--- config.mk ---
export PLATFORM = sky130hd
export DESIGN_NAME = prs_sequencer
export DESIGN_NICKNAME = d
export VERILOG_FILES = /design/src/rtl/prs_pkg.sv /design/src/rtl/prs_addr_split.sv /design/src/rtl/prs_page_cache.sv /design/src/rtl/prs_seq_fsm.sv /design/src/rtl/prs_sequencer.sv
export SDC_FILE = /design/constraint.sdc
export NUM_CORES = 1
export LEC_CHECK = 0
export BUFFER_PORTS_ARGS = -buffer_cell sky130_fd_sc_hd__buf_2
export CORE_ASPECT_RATIO = 1.2
export CORE_MARGIN = 5
export CORE_UTILIZATION = 45
export CTS_CLUSTER_SIZE = 20
export DETAILED_ROUTE_END_ITERATION = 16
export PLACE_DENSITY = 0.77
export SLEW_MARGIN = 0
export SYNTH_ARGS = -nofsm -noshare
export SYNTH_HDL_FRONTEND = slang
export SYNTH_SLANG_ARGS = --single-unit
--- constraint.sdc ---
create_clock -name clk -period 2.98 [get_ports clk]
set_input_delay 0.447 -clock clk [delete_from_list [all_inputs] [get_ports clk]]
set_output_delay 0.447 -clock clk [all_outputs]
set_load 0.03 [all_outputs]
--- src/rtl/prs_pkg.sv ---
// Shared constants and types of the paged register sequencer.
// Assumes a 16-bit management data path and 5-bit bus address fields.
package prs_pkg;
    localparam int HALF_W = 16;
    localparam int DATA_W = 2 * HALF_W;
    localparam int MB_AW  = 5;

    typedef enum logic [2:0] {
        ST_IDLE,
        ST_CHECK,
        ST_PAGE,
        ST_DATA,
        ST_ACK
    } prs_state_e;
endpackage

--- src/rtl/prs_addr_split.sv ---
// Splits one half-word byte address into page, bus PHY address and bus
// register number. Purely combinational; assumes PAGE_W <= ADDR_W.
module prs_addr_split #(
    parameter int          ADDR_W   = 25,
    parameter int          PAGE_W   = 16,
    parameter logic [4:0]  PHY_BASE = 5'h10
) (
    input  logic [ADDR_W-1:0] addr,
    output logic [PAGE_W-1:0] page,
    output logic [4:0]        phy,
    output logic [4:0]        regn
);
    // field extraction
    always_comb begin
        page = PAGE_W'(addr >> 9);
        phy  = PHY_BASE | {2'b00, addr[8:6]};
        regn = addr[5:1];
    end
endmodule

--- src/rtl/prs_page_cache.sv ---
// Remembers the last page value written to the page-select location.
// Invalid after reset; a probe hits only on a valid, equal entry.
module prs_page_cache #(
    parameter int PAGE_W = 16
) (
    input  logic              clk,
    input  logic              rst_n,
    input  logic              load,
    input  logic [PAGE_W-1:0] load_page,
    input  logic [PAGE_W-1:0] probe_page,
    output logic              hit
);
    logic              valid_q;
    logic [PAGE_W-1:0] page_q;

    // cache entry update
    always_ff @(posedge clk) begin
        if (!rst_n) begin
            valid_q <= 1'b0;
            page_q  <= '0;
        end else if (load) begin
            valid_q <= 1'b1;
            page_q  <= load_page;
        end
    end

    // hit compare
    always_comb hit = valid_q && (page_q == probe_page);


    load_chk: assert property (@(posedge clk) disable iff (!rst_n)
        load |=> (valid_q && page_q == $past(load_page)));

    valid_src_chk: assert property (@(posedge clk) disable iff (!rst_n)
        $rose(valid_q) |-> $past(load));
endmodule

--- src/rtl/prs_seq_fsm.sv ---
// Request capture and command sequencer. Issues, per half-word, an optional
// page write and then the data command, with a low strobe cycle between
// commands. Assumes the bus keeps mb_done low while no strobe is high.
module prs_seq_fsm
    import prs_pkg::*;
#(
    parameter int          ADDR_W   = 25,
    parameter int          PAGE_W   = 16,
    parameter logic [4:0]  PAGE_PHY = 5'h18,
    parameter logic [4:0]  PAGE_REG = 5'h00
) (
    input  logic              clk,
    input  logic              rst_n,
    input  logic              host_req,
    input  logic              host_wr,
    input  logic              host_lo_first,
    input  logic [ADDR_W-1:0] host_addr,
    input  logic [DATA_W-1:0] host_wdata,
    output logic              host_ack,
    output logic [DATA_W-1:0] host_rdata,
    output logic              host_err,
    output logic [ADDR_W-1:0] cap_addr,
    output logic              cur_hi,
    input  logic [PAGE_W-1:0] cur_page,
    input  logic [MB_AW-1:0]  cur_phy,
    input  logic [MB_AW-1:0]  cur_reg,
    input  logic              cache_hit,
    output logic              cache_load,
    output logic [MB_AW-1:0]  mb_phy,
    output logic [MB_AW-1:0]  mb_reg,
    output logic [HALF_W-1:0] mb_wdata,
    output logic              mb_rd_stb,
    output logic              mb_wr_stb,
    input  logic              mb_done,
    input  logic [HALF_W-1:0] mb_rdata,
    input  logic              mb_err
);
    prs_state_e        st;
    logic              cap_wr;
    logic              cap_lo_first;
    logic [DATA_W-1:0] cap_wdata;
    logic              phase;
    logic [DATA_W-1:0] rdata_q;
    logic              err_q;
    logic [HALF_W-1:0] cur_wdata;

    // current half: reads and low-first writes start low
    always_comb begin
        cur_hi    = phase ^ (cap_wr & ~cap_lo_first);
        cur_wdata = cur_hi ? cap_wdata[DATA_W-1:HALF_W] : cap_wdata[HALF_W-1:0];
    end

    // sequencer state, capture and result registers
    always_ff @(posedge clk) begin
        if (!rst_n) begin
            st           <= ST_IDLE;
            cap_addr     <= '0;
            cap_wr       <= 1'b0;
            cap_lo_first <= 1'b0;
            cap_wdata    <= '0;
            phase        <= 1'b0;
            rdata_q      <= '0;
            err_q        <= 1'b0;
        end else begin
            case (st)
                ST_IDLE: if (host_req) begin
                    cap_addr     <= host_addr;
                    cap_wr       <= host_wr;
                    cap_lo_first <= host_lo_first;
                    cap_wdata    <= host_wdata;
                    phase        <= 1'b0;
                    rdata_q      <= '0;
                    err_q        <= 1'b0;
                    st           <= ST_CHECK;
                end
                ST_CHECK: st <= cache_hit ? ST_DATA : ST_PAGE;
                ST_PAGE: if (mb_done) begin
                    err_q <= err_q | mb_err;
                    st    <= ST_CHECK;
                end
                ST_DATA: if (mb_done) begin
                    err_q <= err_q | mb_err;
                    if (!cap_wr) begin
                        if (cur_hi) rdata_q[DATA_W-1:HALF_W] <= mb_rdata;
                        else        rdata_q[HALF_W-1:0]      <= mb_rdata;
                    end
                    if (phase) begin
                        st <= ST_ACK;
                    end else begin
                        phase <= 1'b1;
                        st    <= ST_CHECK;
                    end
                end
                ST_ACK:  st <= ST_IDLE;
                default: st <= ST_IDLE;
            endcase
        end
    end

    // bus command and host result outputs
    always_comb begin
        cache_load = (st == ST_PAGE) && mb_done;
        mb_wr_stb  = (st == ST_PAGE) || ((st == ST_DATA) && cap_wr);
        mb_rd_stb  = (st == ST_DATA) && !cap_wr;
        mb_phy     = (st == ST_PAGE) ? PAGE_PHY : cur_phy;
        mb_reg     = (st == ST_PAGE) ? PAGE_REG : cur_reg;
        mb_wdata   = (st == ST_PAGE) ? HALF_W'(cur_page) : cur_wdata;
        host_ack   = (st == ST_ACK);
        host_rdata = rdata_q;
        host_err   = err_q;
    end


    ack_single_chk: assert property (@(posedge clk) disable iff (!rst_n)
        host_ack |=> !host_ack);

    cmd_hold_chk: assert property (@(posedge clk) disable iff (!rst_n)
        ((mb_rd_stb || mb_wr_stb) && !mb_done) |=>
            ((mb_rd_stb || mb_wr_stb) && $stable(mb_phy) && $stable(mb_reg) && $stable(mb_wdata)));

    cmd_gap_chk: assert property (@(posedge clk) disable iff (!rst_n)
        ((mb_rd_stb || mb_wr_stb) && mb_done) |=> !(mb_rd_stb || mb_wr_stb));

    busy_hold_chk: assert property (@(posedge clk) disable iff (!rst_n)
        (st != ST_IDLE) |=> ($stable(cap_addr) && $stable(cap_wdata) && $stable(cap_wr)));

    err_set_chk: assert property (@(posedge clk) disable iff (!rst_n)
        ((mb_rd_stb || mb_wr_stb) && mb_done && mb_err) |=> host_err);

    err_keep_chk: assert property (@(posedge clk) disable iff (!rst_n)
        (host_err && st != ST_IDLE) |=> host_err);
endmodule

--- src/rtl/prs_sequencer.sv ---
// Top of the paged indirect register access sequencer. Splits the captured
// address for both halves, selects the active half, and ties the page cache
// to the command sequencer. Assumes PAGE_W <= 16 and PAGE_W <= ADDR_W.
module prs_sequencer
    import prs_pkg::*;
#(
    parameter int          ADDR_W   = 25,
    parameter int          PAGE_W   = 16,
    parameter logic [4:0]  PHY_BASE = 5'h10,
    parameter logic [4:0]  PAGE_PHY = 5'h18,
    parameter logic [4:0]  PAGE_REG = 5'h00
) (
    input  logic              clk,
    input  logic              rst_n,
    input  logic              host_req,
    input  logic              host_wr,
    input  logic              host_lo_first,
    input  logic [ADDR_W-1:0] host_addr,
    input  logic [31:0]       host_wdata,
    output logic              host_ack,
    output logic [31:0]       host_rdata,
    output logic              host_err,
    output logic [4:0]        mb_phy,
    output logic [4:0]        mb_reg,
    output logic [15:0]       mb_wdata,
    output logic              mb_rd_stb,
    output logic              mb_wr_stb,
    input  logic              mb_done,
    input  logic [15:0]       mb_rdata,
    input  logic              mb_err
);
    localparam int HALVES = 2;

    logic [ADDR_W-1:0] cap_addr;
    logic              cur_hi;
    logic [PAGE_W-1:0] hp_page [HALVES];
    logic [MB_AW-1:0]  hp_phy  [HALVES];
    logic [MB_AW-1:0]  hp_reg  [HALVES];
    logic [PAGE_W-1:0] cur_page;
    logic [MB_AW-1:0]  cur_phy;
    logic [MB_AW-1:0]  cur_reg;
    logic              cache_hit;
    logic              cache_load;

    // one splitter per half-word; half h sits at byte offset 2*h
    for (genvar h = 0; h < HALVES; h++) begin : g_half
        logic [ADDR_W-1:0] half_addr;
        assign half_addr = cap_addr + ADDR_W'(2 * h);
        prs_addr_split #(
            .ADDR_W  (ADDR_W),
            .PAGE_W  (PAGE_W),
            .PHY_BASE(PHY_BASE)
        ) u_split (
            .addr(half_addr),
            .page(hp_page[h]),
            .phy (hp_phy[h]),
            .regn(hp_reg[h])
        );
    end

    // active half select
    always_comb begin
        cur_page = cur_hi ? hp_page[1] : hp_page[0];
        cur_phy  = cur_hi ? hp_phy[1]  : hp_phy[0];
        cur_reg  = cur_hi ? hp_reg[1]  : hp_reg[0];
    end

    prs_page_cache #(.PAGE_W(PAGE_W)) u_cache (
        .clk       (clk),
        .rst_n     (rst_n),
        .load      (cache_load),
        .load_page (cur_page),
        .probe_page(cur_page),
        .hit       (cache_hit)
    );

    prs_seq_fsm #(
        .ADDR_W  (ADDR_W),
        .PAGE_W  (PAGE_W),
        .PAGE_PHY(PAGE_PHY),
        .PAGE_REG(PAGE_REG)
    ) u_fsm (
        .clk          (clk),
        .rst_n        (rst_n),
        .host_req     (host_req),
        .host_wr      (host_wr),
        .host_lo_first(host_lo_first),
        .host_addr    (host_addr),
        .host_wdata   (host_wdata),
        .host_ack     (host_ack),
        .host_rdata   (host_rdata),
        .host_err     (host_err),
        .cap_addr     (cap_addr),
        .cur_hi       (cur_hi),
        .cur_page     (cur_page),
        .cur_phy      (cur_phy),
        .cur_reg      (cur_reg),
        .cache_hit    (cache_hit),
        .cache_load   (cache_load),
        .mb_phy       (mb_phy),
        .mb_reg       (mb_reg),
        .mb_wdata     (mb_wdata),
        .mb_rd_stb    (mb_rd_stb),
        .mb_wr_stb    (mb_wr_stb),
        .mb_done      (mb_done),
        .mb_rdata     (mb_rdata),
        .mb_err       (mb_err)
    );


    one_strobe_chk: assert property (@(posedge clk) disable iff (!rst_n)
        !(mb_rd_stb && mb_wr_stb));
endmodule

# Word level (Yosys, flattened, before mapping)
# Cells that the tools add are included.
[classes] add_sub_neg=1 eq_ne=12 mux=24 bitwise=4 reduce_logical=16
[op_table] operator="2-to-1 mux 32 bit" n=3
[op_table] operator="2-to-1 mux 16 bit" n=5
[op_table] operator="one-hot mux 32 bit (2 select lines)" n=1
[op_table] operator="adder 25 x 2 -> 25 bit, second input constant" n=1
[op_table] operator="== test 16 bit" n=1
[op_table] operator="2-to-1 mux 3 bit" n=5
[op_table] operator="inequality test 2 bit, second input constant" n=6
[op_table] operator="one-hot mux 3 bit (4 select lines)" n=1
[op_table] operator="2-to-1 mux 5 bit" n=2
[op_table] operator="AND reduction 5 bit" n=2
[op_table] operator="AND reduction 3 bit" n=3
[op_table] operator="== test 3 x 2 -> 1 bit, second input constant" n=2
[op_table] operator="logical AND 1 bit" n=4
[op_table] operator="2-to-1 mux 1 bit" n=4
[op_table] operator="2-to-1 mux 4 bit" n=1
[op_table] operator="one-hot mux 1 bit (2 select lines)" n=2
[op_table] operator="nonzero test 2 bit" n=2
[op_table] operator="== test 3 x 1 -> 1 bit, second input constant" n=1
[op_table] operator="== test 3 bit, second input constant" n=1
[op_table] operator="logical NOT 3 bit" n=1
[op_table] operator="inequality test 2 x 1 -> 1 bit, second input constant" n=1
[op_table] operator="AND reduction 2 bit" n=1
[op_table] operator="OR reduction 2 bit" n=1
[op_table] operator="bitwise AND 1 bit" n=1
[op_table] operator="5 further kinds" n=5
[totals] reg_bits=113 input_bits=80 output_inout_bits=62

# Longest topological paths before layout
# Gate-level depths: netlist (run 1).
[logic_depth] depth_word=8 depth_mapped=11 depth_no_buf=9

# Hierarchy
# Synthesis (run 1) repeated with hierarchy kept, for this count alone.
[hier_totals] hier_cells=713 hier_area_um2=5985.7
[modules_own_cells] module="prs_seq_fsm" instances=1 cells_per_inst=491 area_each_um2=4025.1 seq_area_each_um2=1921.8
[modules_own_cells] module="prs_page_cache" instances=1 cells_per_inst=75 area_each_um2=805.8 seq_area_each_um2=340.3
[modules_own_cells] module="prs_sequencer" instances=1 cells_per_inst=91 area_each_um2=749.5 seq_area_each_um2=0.0
[modules_own_cells] module="prs_addr_split" instances=2 cells_per_inst=28 area_each_um2=202.7 seq_area_each_um2=0.0

# Least setup slack after synthesis (run 1)
# No wires, ideal clock.
[synth_path] path_kind="register to output" startpoint="register u_fsm.cap_lo_first" endpoint="output port mb_wdata[0]" arrival_ns=2.393 t_required_ns=2.533 slack_ns=0.140 path_stages_with_launch=7 n_path_buf=2 path_cell_list="dfxtp_1 and2b_1 xnor2_1 clkbuf_1 buf_1 mux2i_1 o21ai_0"
[synth_between] elab_chain_len=5 elab_cells_between_ends=6
[synth_lines] element="from (decl)" line_no="prs_seq_fsm.sv:40" rtl="logic cap_lo_first;"
[synth_lines] element="from (signal assigned)" line_no="prs_seq_fsm.sv:69" rtl="cap_lo_first <= host_lo_first;"
[synth_lines] element="NOT 1 bit *" line_no="prs_seq_fsm.sv:49" rtl="cur_hi = phase ^ (cap_wr & ~cap_lo_first);"
[synth_lines] element="bitwise AND 1 bit *" line_no="prs_seq_fsm.sv:49"
[synth_lines] element="bitwise XOR 1 bit *" line_no="prs_seq_fsm.sv:49"
[synth_lines] element="2-to-1 mux 16 bit, on equally long branches" line_no="prs_seq_fsm.sv:50, prs_sequencer.sv:63"
[synth_lines] element="2-to-1 mux 16 bit *" line_no="prs_seq_fsm.sv:107" rtl="mb_wdata = (st == ST_PAGE) ? HALF_W'(cur_page) : cur_wdata;"
[synth_lines] element="to (decl)" line_no="prs_sequencer.sv:25" rtl="output logic [15:0] mb_wdata,"
# Every way passes the cells marked *; elsewhere a longest branch is shown, timed or not.

# Final worst setup path (run 1)
[layout_path] startpoint="register u_fsm.cap_addr[10]" endpoint="output port mb_wdata[13]"
[layout_between] elab_chain_len=3
[layout_lines] element="from (decl)" line_no="prs_seq_fsm.sv:22" rtl="output logic [ADDR_W-1:0] cap_addr,"
[layout_lines] element="from (signal assigned)" line_no="prs_seq_fsm.sv:67" rtl="cap_addr <= host_addr;"
[layout_lines] element="adder 25 x 2 -> 25 bit" line_no="prs_sequencer.sv:48" rtl="assign half_addr = cap_addr + ADDR_W'(2 * h);"
[layout_lines] element="2-to-1 mux 16 bit" line_no="prs_sequencer.sv:63" rtl="cur_page = cur_hi ? hp_page[1] : hp_page[0];"
[layout_lines] element="2-to-1 mux 16 bit" line_no="prs_seq_fsm.sv:107"
# No other way between the ends.

==> flow_summary.html, run 1 <==
<table>
<tr><th>Metric</th><th>Value</th></tr>
<tr><th colspan="2">Run status</th></tr>
<tr><td>Result of the run</td><td>finished clean</td></tr>
<tr><th colspan="2">Yosys</th></tr>
<tr><td>Register area share after synthesis</td><td>between 40% and 50%</td></tr>
<tr><td>Share of flip-flops with an asynchronous set or reset</td><td>0%</td></tr>
<tr><td>Synthesized netlist net count</td><td>a little under 800</td></tr>
<tr><td>Dominant register cell in the synthesized netlist</td><td>dfxtp_1</td></tr>
<tr><td>Average cell area after synthesis</td><td>approximately 7.6 um2</td></tr>
<tr><td>Count of mapped cells out of synthesis</td><td>between 600 and 700</td></tr>
<tr><td>Number of flip-flops and latches in the synthesized netlist</td><td>between 100 and 150</td></tr>
<tr><td>Warnings from Yosys</td><td>0</td></tr>
<tr><td>Distinct cell type count of the synthesized netlist</td><td>52</td></tr>
<tr><td>Netlist area before placement</td><td>roughly 5300 um2</td></tr>
<tr><td>Count of flip-flops with a built-in enable after synthesis</td><td>0</td></tr>
<tr><th colspan="2">Worst setup path</th></tr>
<tr><td>Slowest stage cell, crit path</td><td>or4_4</td></tr>
<tr><td>Maximum net fanout on the critical path</td><td>5</td></tr>
<tr><td>Worst EP arrival</td><td>between 2 and 2.5 ns</td></tr>
<tr><td>Worst-path cell chain</td><td>nand3_1, or4_4, nor4_1, xnor2_1, a21oi_1, buf_2</td></tr>
<tr><td>Type of element launching the critical path</td><td>flip-flop</td></tr>
<tr><td>Peak per-stage delay on the critical path</td><td>a little under 0.6 ns</td></tr>
<tr><td>Critical path start-end classification</td><td>flip-flop to primary output</td></tr>
<tr><td>Crit path required time</td><td>between 2 and 3 ns</td></tr>
<tr><td>Critical path capture point type</td><td>primary output</td></tr>
<tr><th colspan="2">Final layout</th></tr>
<tr><td>Nets</td><td>just under 900</td></tr>
<tr><td>Fin area</td><td>around 6500 um2</td></tr>
<tr><td>Antenna cell count</td><td>0</td></tr>
<tr><td>Area growth from synthesis to layout</td><td>22.5%</td></tr>
<tr><td>Most common cell after layout, fill and taps aside</td><td>nand2_1</td></tr>
<tr><td>Layout cells sized above 1</td><td>around a quarter</td></tr>
<tr><td>Cell Count, Final, Fillers Out</td><td>971</td></tr>
<tr><td>Leading cell types in the layout, fill and taps excluded</td><td>167 x nand2_1, 139 x buf_2, 111 x dfxtp_1, 108 x a21oi_1, 49 x nand3_1</td></tr>
<tr><td>Layout filler cell count</td><td>about 1100</td></tr>
<tr><th colspan="2">Clock network</th></tr>
<tr><td>CTS H-Tree Depth</td><td>3</td></tr>
<tr><td>Clock Tree Root</td><td>clkbuf_16</td></tr>
<tr><td>Worst-case clock buffer depth</td><td>2</td></tr>
<tr><td>Worst skew pair latency</td><td>0.36 ns</td></tr>
<tr><td>CTS clk-pin slew, worst paths</td><td>0.08 ns</td></tr>
<tr><td>TritonCTS sink count</td><td>approximately 110</td></tr>
<tr><td>Hold Buf Count CTS</td><td>0</td></tr>
<tr><td>Num CTS Buffers</td><td>9</td></tr>
<tr><td>TritonCTS clock tree</td><td>built</td></tr>
<tr><th colspan="2">Timing</th></tr>
<tr><td>Maximum frequency from static timing analysis</td><td>about 0.35 GHz</td></tr>
<tr><td>Fin crit share</td><td>between 90% and 100%</td></tr>
<tr><td>Post-Route Setup TNS</td><td>0 ns</td></tr>
<tr><td>Least-Margin Pin Slew</td><td>about 1.2 ns</td></tr>
<tr><td>Count of final max-slew check failures</td><td>0</td></tr>
<tr><td>Unrepaired setup endpoints after global routing</td><td>false</td></tr>
<tr><td>Fin. Hold Viols</td><td>0</td></tr>
<tr><td>Min Tclk post-route</td><td>around 2.9 ns</td></tr>
<tr><td>Total setup violations reported at the end of the flow</td><td>0</td></tr>
<tr><td>Clk_skew</td><td>about 0.013 ns</td></tr>
<tr><td>Worst slew margin relative to its limit</td><td>between 20 and 25%</td></tr>
<tr><th colspan="2">Global routing</th></tr>
<tr><td>Residual overflow from global routing</td><td>0</td></tr>
<tr><td>Global-route wire length before repair</td><td>about 23000 um</td></tr>
<tr><td>Vias in the first global route</td><td>approximately 4700</td></tr>
<tr><td>Tot GR Track Use</td><td>roughly a fifth</td></tr>
<tr><td>Antenna violations before repair</td><td>0</td></tr>
<tr><td>Largest net degree at the start of global routing</td><td>about 110</td></tr>
<tr><th colspan="2">Hold path</th></tr>
<tr><td>HP Class</td><td>input pin to flip-flop</td></tr>
<tr><th colspan="2">Floorplan</th></tr>
<tr><td>Initial Util</td><td>approximately 46%</td></tr>
<tr><td>Die span in y</td><td>between 100 and 150 um</td></tr>
<tr><td>Row cnt</td><td>43</td></tr>
<tr><td>Overall die width</td><td>109 um</td></tr>
<tr><td>Die ar.</td><td>around 14000 um2</td></tr>
<tr><td>Ports placed on the boundary</td><td>about 140</td></tr>
<tr><td>Placeable core region</td><td>roughly 12000 um2</td></tr>
<tr><th colspan="2">Place</th></tr>
<tr><td>Post-placement cell area</td><td>between 6000 and 7000 um2</td></tr>
<tr><td>Post-Place Cells</td><td>953</td></tr>
<tr><td>Quantity of I/O buffers inserted on ports</td><td>about 140</td></tr>
<tr><td>Routability congestion estimate from global placement</td><td>approximately 0.94</td></tr>
<tr><td>Placed wire-length estimate after detailed placement</td><td>10500 um</td></tr>
<tr><th colspan="2">Power and ir drop</th></tr>
<tr><td>Cell Pwr Density</td><td>534 nW/um2</td></tr>
<tr><td>Internal Dissipation</td><td>~0.0024 W</td></tr>
<tr><td>Peak supply drop</td><td>roughly 0.25 mV</td></tr>
<tr><td>Leakage power</td><td>2.59 nW</td></tr>
<tr><td>Portion of total power attributed to sequential cells</td><td>47.5%</td></tr>
<tr><td>Proportion of power drawn by combinational gates</td><td>a little under a fifth</td></tr>
<tr><td>Sw Ratio</td><td>31.2%</td></tr>
<tr><td>Clock network fraction of total power</td><td>about a third</td></tr>
<tr><td>Reported net switching power</td><td>roughly 0.0011 W</td></tr>
<tr><th colspan="2">Route</th></tr>
<tr><td>Count of routing violations after the opening detailed-route iteration</td><td>roughly 310</td></tr>
<tr><td>Pre-Repair DR Iteration Count</td><td>4</td></tr>
<tr><td>DRC</td><td>0</td></tr>
<tr><td>Via density</td><td>between 5 and 6</td></tr>
<tr><td>Met3 wire length</td><td>between 800 and 900 um</td></tr>
<tr><td>Overall routed net length</td><td>between 10000 and 15000 um</td></tr>
<tr><td>Uppermost signal routing layer after detailed routing</td><td>met4</td></tr>
<tr><td>Total vias in the final route</td><td>5234</td></tr>
<tr><td>Average wire length per cell after detail routing</td><td>between 15 and 20 um</td></tr>
<tr><td>Routed met1 length</td><td>roughly 6400 um</td></tr>
<tr><td>Metal2 WL</td><td>a little over 7000 um</td></tr>
<tr><td>Antenna-violating nets left</td><td>0</td></tr>
<tr><th colspan="2">Job</th></tr>
<tr><td>Number of violations of the max-capacitance limit</td><td>0</td></tr>
</table>
[flip-flops by register name (all words and copies together) (netlist names)]
signal / flops
u_fsm.cap_wdata: 32
u_fsm.host_rdata: 32
u_fsm.cap_addr: 24
u_cache.page_q: 16
u_fsm.st: 3
u_cache.valid_q: 1
u_fsm.cap_lo_first: 1
u_fsm.cap_wr: 1
u_fsm.host_err: 1
u_fsm.phase: 1
[Yosys cell counts, types with 5 or more instances]
master      n  area share, %
inv_1       5           0.36
and2_1      6           0.71
nor2b_1    15            1.8
a21oi_1   108             10
a211oi_1   23            3.3
nand2_1   167             12
dfxtp_1   112             43
xor2_1      9            1.5
nor4_1      5           0.59
nand4_1     9            1.1
mux2i_1    12            2.3
nor3_1      5           0.47
clkbuf_1   44            3.1
nor2_1     35            2.5
nand3_1    49            4.7
o21ai_0    12            1.1
xnor2_1    17            2.8
[final timing paths]
| path | cells after the start | startpoint | to | slack [ns] |
|---|---|---|---|---|
| worst max-delay path | 6 | u_fsm.cap_addr[10] | mb_wdata[13] | 0.13 |
| worst max register to register | 8 | u_fsm.cap_wr | u_fsm.st[0] | 0.32 |
| worst min-delay path | 3 | host_wdata[26] | u_fsm.cap_wdata[26] | 0.32 |
| worst min register to register | 2 | u_fsm.host_rdata[22] | u_fsm.host_rdata[22] | 0.45 |
[what timing repair did]
action | CTS | global route
buffers inserted | 0 | 1
cloned | 0 | 1
gates resized for setup | 1 | 8
setup endpoints to repair | 10 | 14
endpoints found under the hold margin | 0 | 0
pin swaps | 0 | 3
[power by group through the flow]
| stage | logic, W | clock network [W] | registers, W |
|---|---|---|---|
| after floorplan | 0.000445 | 0 | 0.00166 |
| after global placement | 0.000641 | 0 | 0.00167 |
| after detailed placement | 0.000646 | 0 | 0.00167 |
| after CTS | 0.000650 | 0.00118 | 0.00164 |
| after global routing | 0.000717 | 0.00124 | 0.00165 |
| final | 0.000655 | 0.00116 | 0.00164 |
[stage by stage]
stage	hold slack [ns]	utilization, %	setup slack (ns)	total power, W
floorplan	0.432	-	0.140	0.00210
global placement	0.439	53.0	0.278	0.00231
detailed placement	0.444	53.0	0.196	0.00232
CTS	0.319	55.5	0.0532	0.00346
global route	0.326	56.1	0.00525	0.00361
finish	0.320	56.1	0.126	0.00345
[kinds of logic (layout without fill, tap and decap cells)]
kind of cell             after synthesis  after routing  synth area share, %
AO/OA/AOI/OAI                        162            162                 17.6
XOR/XNOR                              26             27                 4.32
adder cells (fa/ha/maj)                1              1                0.237
buffers and inverters                 58            178                 4.30
flip-flops                           112            112                 42.6
multiplexers                          14             14                 2.71
other                                  1              1               0.0712
AND/OR/NAND/NOR                      319            319                 28.2
[area by class of cell]
| cell class | count | area, um2 | area share, % |
|---|---|---|---|
| clock buffers | 10 | 229 | 3.55 |
| repair buffers | 157 | 831 | 12.9 |
| inverters | 5 | 20.0 | 0.310 |
| flip-flops and latches | 112 | 2240 | 34.8 |
| well taps | 157 | 196 | 3.04 |
| multi-input cells | 524 | 2880 | 44.7 |
| clock inverters | 6 | 50.0 | 0.775 |
[critical path, delay by kind of cell, from the launching register on]
family                    cells  cell delay (ns)
and+or+nand+nor               3             1.06
DFF                           1             0.42
buffers and inverters         1             0.22
xor gates and xnor gates      1             0.20
AOI/OAI and AO/OA             1             0.17
[per-layer routing]
layer | global-route usage, % | vias up
li1 | - | 2615
met1 | 27.7 | 2402
met2 | 33.6 | 183
met3 | 3.46 | 34
met4 | 9.14 | 0
met5 | 0 | -
(Power assumes the default switching activity.)
==> run 2: changes to the inputs <==
--- a/config.mk
+++ b/config.mk
@@ -8,10 +8,10 @@
 export BUFFER_PORTS_ARGS = -buffer_cell sky130_fd_sc_hd__buf_2
 export CORE_ASPECT_RATIO = 1.2
 export CORE_MARGIN = 5
-export CORE_UTILIZATION = 45
+export CORE_UTILIZATION = 53
 export CTS_CLUSTER_SIZE = 20
 export DETAILED_ROUTE_END_ITERATION = 16
-export PLACE_DENSITY = 0.77
+export PLACE_DENSITY = 0.87
 export SLEW_MARGIN = 0
 export SYNTH_ARGS = -nofsm -noshare
 export SYNTH_HDL_FRONTEND = slang
==> run 2 against run 1 <==
Against the previous run: critical path depth increased by 1; first-iteration DRC count increased by 28%; cell area down 0.95%; worst hold slack better by 0.013 ns; setup slack lost 0.041 ns.
==> flow_summary.html, run 2 (synthesis results as in run 1) <==
<table>
<tr><th>Metric</th><th>Value</th></tr>
<tr><th colspan="2">Floorplan</th></tr>
<tr><td>Overall die width</td><td>101 um (was 109 um)</td></tr>
<tr><td>Die span in y</td><td>119 um (was 129 um)</td></tr>
<tr><td>Row cnt</td><td>39 (was 43)</td></tr>
<tr><td>Ports placed on the boundary</td><td>142 (unchanged)</td></tr>
<tr><td>Placeable core region</td><td>9610 um2 (was 11500 um2)</td></tr>
<tr><td>Die ar.</td><td>12000 um2 (was 14000 um2)</td></tr>
<tr><td>Initial Util</td><td>54.8% (was 45.8%)</td></tr>
<tr><th colspan="2">Job</th></tr>
<tr><td>Number of violations of the max-capacitance limit</td><td>0 (unchanged)</td></tr>
<tr><th colspan="2">Place</th></tr>
<tr><td>Quantity of I/O buffers inserted on ports</td><td>139 (unchanged)</td></tr>
<tr><td>Routability congestion estimate from global placement</td><td>0.944 (about the same)</td></tr>
<tr><td>Post-placement cell area</td><td>6020 um2 (was 6100 um2)</td></tr>
<tr><td>Placed wire-length estimate after detailed placement</td><td>11000 um (was 10500 um)</td></tr>
<tr><th colspan="2">Clock network</th></tr>
<tr><td>Num CTS Buffers</td><td>9 (unchanged)</td></tr>
<tr><td>TritonCTS clock tree</td><td>built (unchanged)</td></tr>
<tr><td>Hold Buf Count CTS</td><td>0 (unchanged)</td></tr>
<tr><td>Clock Tree Root</td><td>clkbuf_16 (unchanged)</td></tr>
<tr><td>CTS clk-pin slew, worst paths</td><td>0.08 ns (about the same)</td></tr>
<tr><td>Worst skew pair latency</td><td>0.35 ns (was 0.36 ns)</td></tr>
<tr><td>TritonCTS sink count</td><td>112 (unchanged)</td></tr>
<tr><td>CTS H-Tree Depth</td><td>3 (unchanged)</td></tr>
<tr><td>Worst-case clock buffer depth</td><td>2 (unchanged)</td></tr>
<tr><th colspan="2">Timing</th></tr>
<tr><td>Count of final max-slew check failures</td><td>0 (unchanged)</td></tr>
<tr><td>Worst slew margin relative to its limit</td><td>25.1% (was 22.0%)</td></tr>
<tr><td>Min Tclk post-route</td><td>2.89 ns (was 2.85 ns)</td></tr>
<tr><td>Clk_skew</td><td>0.00887 ns (was 0.0127 ns)</td></tr>
<tr><td>Least-Margin Pin Slew</td><td>1.12 ns (was 1.17 ns)</td></tr>
<tr><td>Fin. Hold Viols</td><td>0 (unchanged)</td></tr>
<tr><td>Fin crit share</td><td>97.1% (was 95.8%)</td></tr>
<tr><td>Maximum frequency from static timing analysis</td><td>0.345 GHz (was 0.350 GHz)</td></tr>
<tr><td>Hold Slack</td><td>0.333 ns (was 0.320 ns)</td></tr>
<tr><td>Unrepaired setup endpoints after global routing</td><td>true (was false)</td></tr>
<tr><td>Total setup violations reported at the end of the flow</td><td>0 (unchanged)</td></tr>
<tr><td>Post-Route Setup TNS</td><td>0 ns (unchanged)</td></tr>
<tr><th colspan="2">Final layout</th></tr>
<tr><td>Nets</td><td>884 (was 890)</td></tr>
<tr><td>Fin area</td><td>6390 um2 (was 6450 um2)</td></tr>
<tr><td>Layout cells sized above 1</td><td>24.3% (was 24.1%)</td></tr>
<tr><td>Most common cell after layout, fill and taps aside</td><td>nand2_1 (unchanged)</td></tr>
<tr><td>Leading cell types in the layout, fill and taps excluded</td><td>167 x nand2_1, 139 x buf_2, 108 x a21oi_1, 107 x dfxtp_1, 49 x nand3_1 (was 167 x nand2_1, 139 x buf_2, 111 x dfxtp_1, 108 x a21oi_1, 49 x nand3_1)</td></tr>
<tr><td>Area growth from synthesis to layout</td><td>21.3% (was 22.5%)</td></tr>
<tr><th colspan="2">Worst setup path</th></tr>
<tr><td>Critical path start-end classification</td><td>flip-flop to primary output (unchanged)</td></tr>
<tr><td>Type of element launching the critical path</td><td>flip-flop (unchanged)</td></tr>
<tr><td>Origin of the critical flop-to-flop path</td><td>u_fsm.cap_addr[9] (was u_fsm.cap_wr)</td></tr>
<tr><td>Crit path required time</td><td>2.53 ns (about the same)</td></tr>
<tr><td>Worst EP arrival</td><td>2.45 ns (was 2.41 ns)</td></tr>
<tr><td>End of the worst register-to-register path</td><td>u_fsm.st[0] (unchanged)</td></tr>
<tr><td>Peak per-stage delay on the critical path</td><td>0.58 ns (about the same)</td></tr>
<tr><td>FF-to-FF path depth</td><td>8 (unchanged)</td></tr>
<tr><td>Reg-to-reg slack, setup</td><td>0.42 ns (was 0.32 ns)</td></tr>
<tr><td>Worst-path cell chain</td><td>nand3_1, or4_4, nor4_4, xor2_1, nand2_1, o21ai_0, buf_2 (was nand3_1, or4_4, nor4_1, xnor2_1, a21oi_1, buf_2)</td></tr>
<tr><td>Maximum net fanout on the critical path</td><td>5 (unchanged)</td></tr>
<tr><td>Critical path capture point type</td><td>primary output (unchanged)</td></tr>
<tr><td>Slowest stage cell, crit path</td><td>or4_4 (unchanged)</td></tr>
<tr><th colspan="2">Global routing</th></tr>
<tr><td>Antenna violations before repair</td><td>2 (was 0)</td></tr>
<tr><td>Residual overflow from global routing</td><td>0 (unchanged)</td></tr>
<tr><td>Vias in the first global route</td><td>5065 (was 4706)</td></tr>
<tr><td>Largest net degree at the start of global routing</td><td>111 (unchanged)</td></tr>
<tr><td>Global-route wire length before repair</td><td>24200 um (was 23300 um)</td></tr>
<tr><td>Tot GR Track Use</td><td>24.7% (was 20.9%)</td></tr>
<tr><th colspan="2">Power and ir drop</th></tr>
<tr><td>Peak supply drop</td><td>0.408 mV (was 0.254 mV)</td></tr>
<tr><td>Overall power after layout</td><td>0.00352 W (was 0.00345 W)</td></tr>
<tr><td>Cell Pwr Density</td><td>551 nW/um2 (was 534 nW/um2)</td></tr>
<tr><td>Leakage power</td><td>2.57 nW (was 2.59 nW)</td></tr>
<tr><th colspan="2">Route</th></tr>
<tr><td>Count of routing violations after the opening detailed-route iteration</td><td>399 (was 311)</td></tr>
<tr><td>Antenna-violating nets left</td><td>0 (unchanged)</td></tr>
<tr><td>Via density</td><td>5.70 (was 5.39)</td></tr>
<tr><td>Average wire length per cell after detail routing</td><td>16.2 um (was 15.3 um)</td></tr>
<tr><td>Overall routed net length</td><td>15100 um (was 14900 um)</td></tr>
<tr><td>Pre-Repair DR Iteration Count</td><td>5 (was 4)</td></tr>
<tr><td>DRC</td><td>0 (unchanged)</td></tr>
<tr><td>Total vias in the final route</td><td>5314 (was 5234)</td></tr>
<tr><th colspan="2">Run status</th></tr>
<tr><td>Result of the run</td><td>finished clean (unchanged)</td></tr>
<tr><th colspan="2">Hold path</th></tr>
<tr><td>Worst Hold Launch</td><td>host_wdata[26] (unchanged)</td></tr>
<tr><td>HP Class</td><td>input pin to flip-flop (unchanged)</td></tr>
<tr><td>Hold Path Cell Cnt</td><td>3 (unchanged)</td></tr>
<tr><td>Sink of the worst hold path</td><td>u_fsm.cap_wdata[26] (unchanged)</td></tr>
</table>
==> run 2: changes by cell type in the layout (fill, tap and decap cells not counted), sizes merged <==
cell	previous run	this run
diode	0	2
bufinv	0	1
xnor2	18	17
clkinvlp	1	0
buf	157	152
==> run 2: metrics by stage <==
| step | instances | worst slack (ns) | utilization [%] |
|---|---|---|---|
| finish | 933 | 0.0853 | 66.5 |
| global route | 933 | -0.00206 | 66.5 |
| CTS | 931 | 0.0141 | 66.0 |
| detailed placement | 915 | 0.213 | 62.7 |
| global placement | 915 | 0.280 | 62.7 |
| floorplan | 693 | 0.140 | - |
==> run 2: layout make-up <==
class / count / area (um2)
fill: 837 / 3220
timing repair buffer: 152 / 793
clock buffer: 10 / 239
inverter: 5 / 18.8
multi-input combinational: 523 / 2870
antenna: 2 / 5.00
tap: 123 / 154
clock inverter: 6 / 66.3
sequential: 112 / 2250
==> run 2: routing by layer <==
metal | vias up | wire, um | part of all wire (%) | track usage (%)
met5 | - | 0 | 0 | 0
met4 | 0 | 690 | 4.6 | 14.7
met3 | 53 | 672 | 4.4 | 3.33
met2 | 178 | 7700 | 51 | 40.3
met1 | 2481 | 6080 | 40 | 30.7
li1 | 2602 | - | - | -
==> run 2: how the worst max path moves through the flow <==
stage                       startpoint  slack, ns      endpoint  cells past startpoint
finish              u_fsm.cap_addr[10]       0.09  mb_wdata[12]                      7
CTS                 u_fsm.cap_addr[15]       0.01  mb_wdata[13]                      6
detailed placement  u_fsm.cap_lo_first       0.21  mb_wdata[15]                      7
floorplan           u_fsm.cap_lo_first       0.14   mb_wdata[0]                      6
global route         u_fsm.cap_addr[9]     -0.002  mb_wdata[11]                      7
global placement          u_fsm.cap_wr       0.28   mb_wdata[3]                      7
==> run 2: worst max-delay path, delay by kind of cell (launching register included) <==
kind                      cells  cell delay, ns
AOI/OAI and AO/OA             1            0.08
and+or+nand+nor               4            1.15
DFF                           1            0.41
buffers and inverters         1            0.22
xor gates and xnor gates      1            0.24
==> run 2: timing repair <==
action / CTS / global route
setup buffers: 0 / 0
setup endpoints to repair: 11 / 12
gates cloned: 0 / 0
gates resized for setup: 3 / 11
==> run 2: report_power, final <==
group / total [W] / internal (W) / leakage, nW / switching [W]
registers: 0.00165 / 0.00157 / 0.914 / 0.0000736
clock network: 0.00123 / 0.000680 / 0.153 / 0.000554
logic: 0.000643 / 0.000215 / 1.51 / 0.000428
total: 0.00352 / 0.00247 / 2.57 / 0.00106
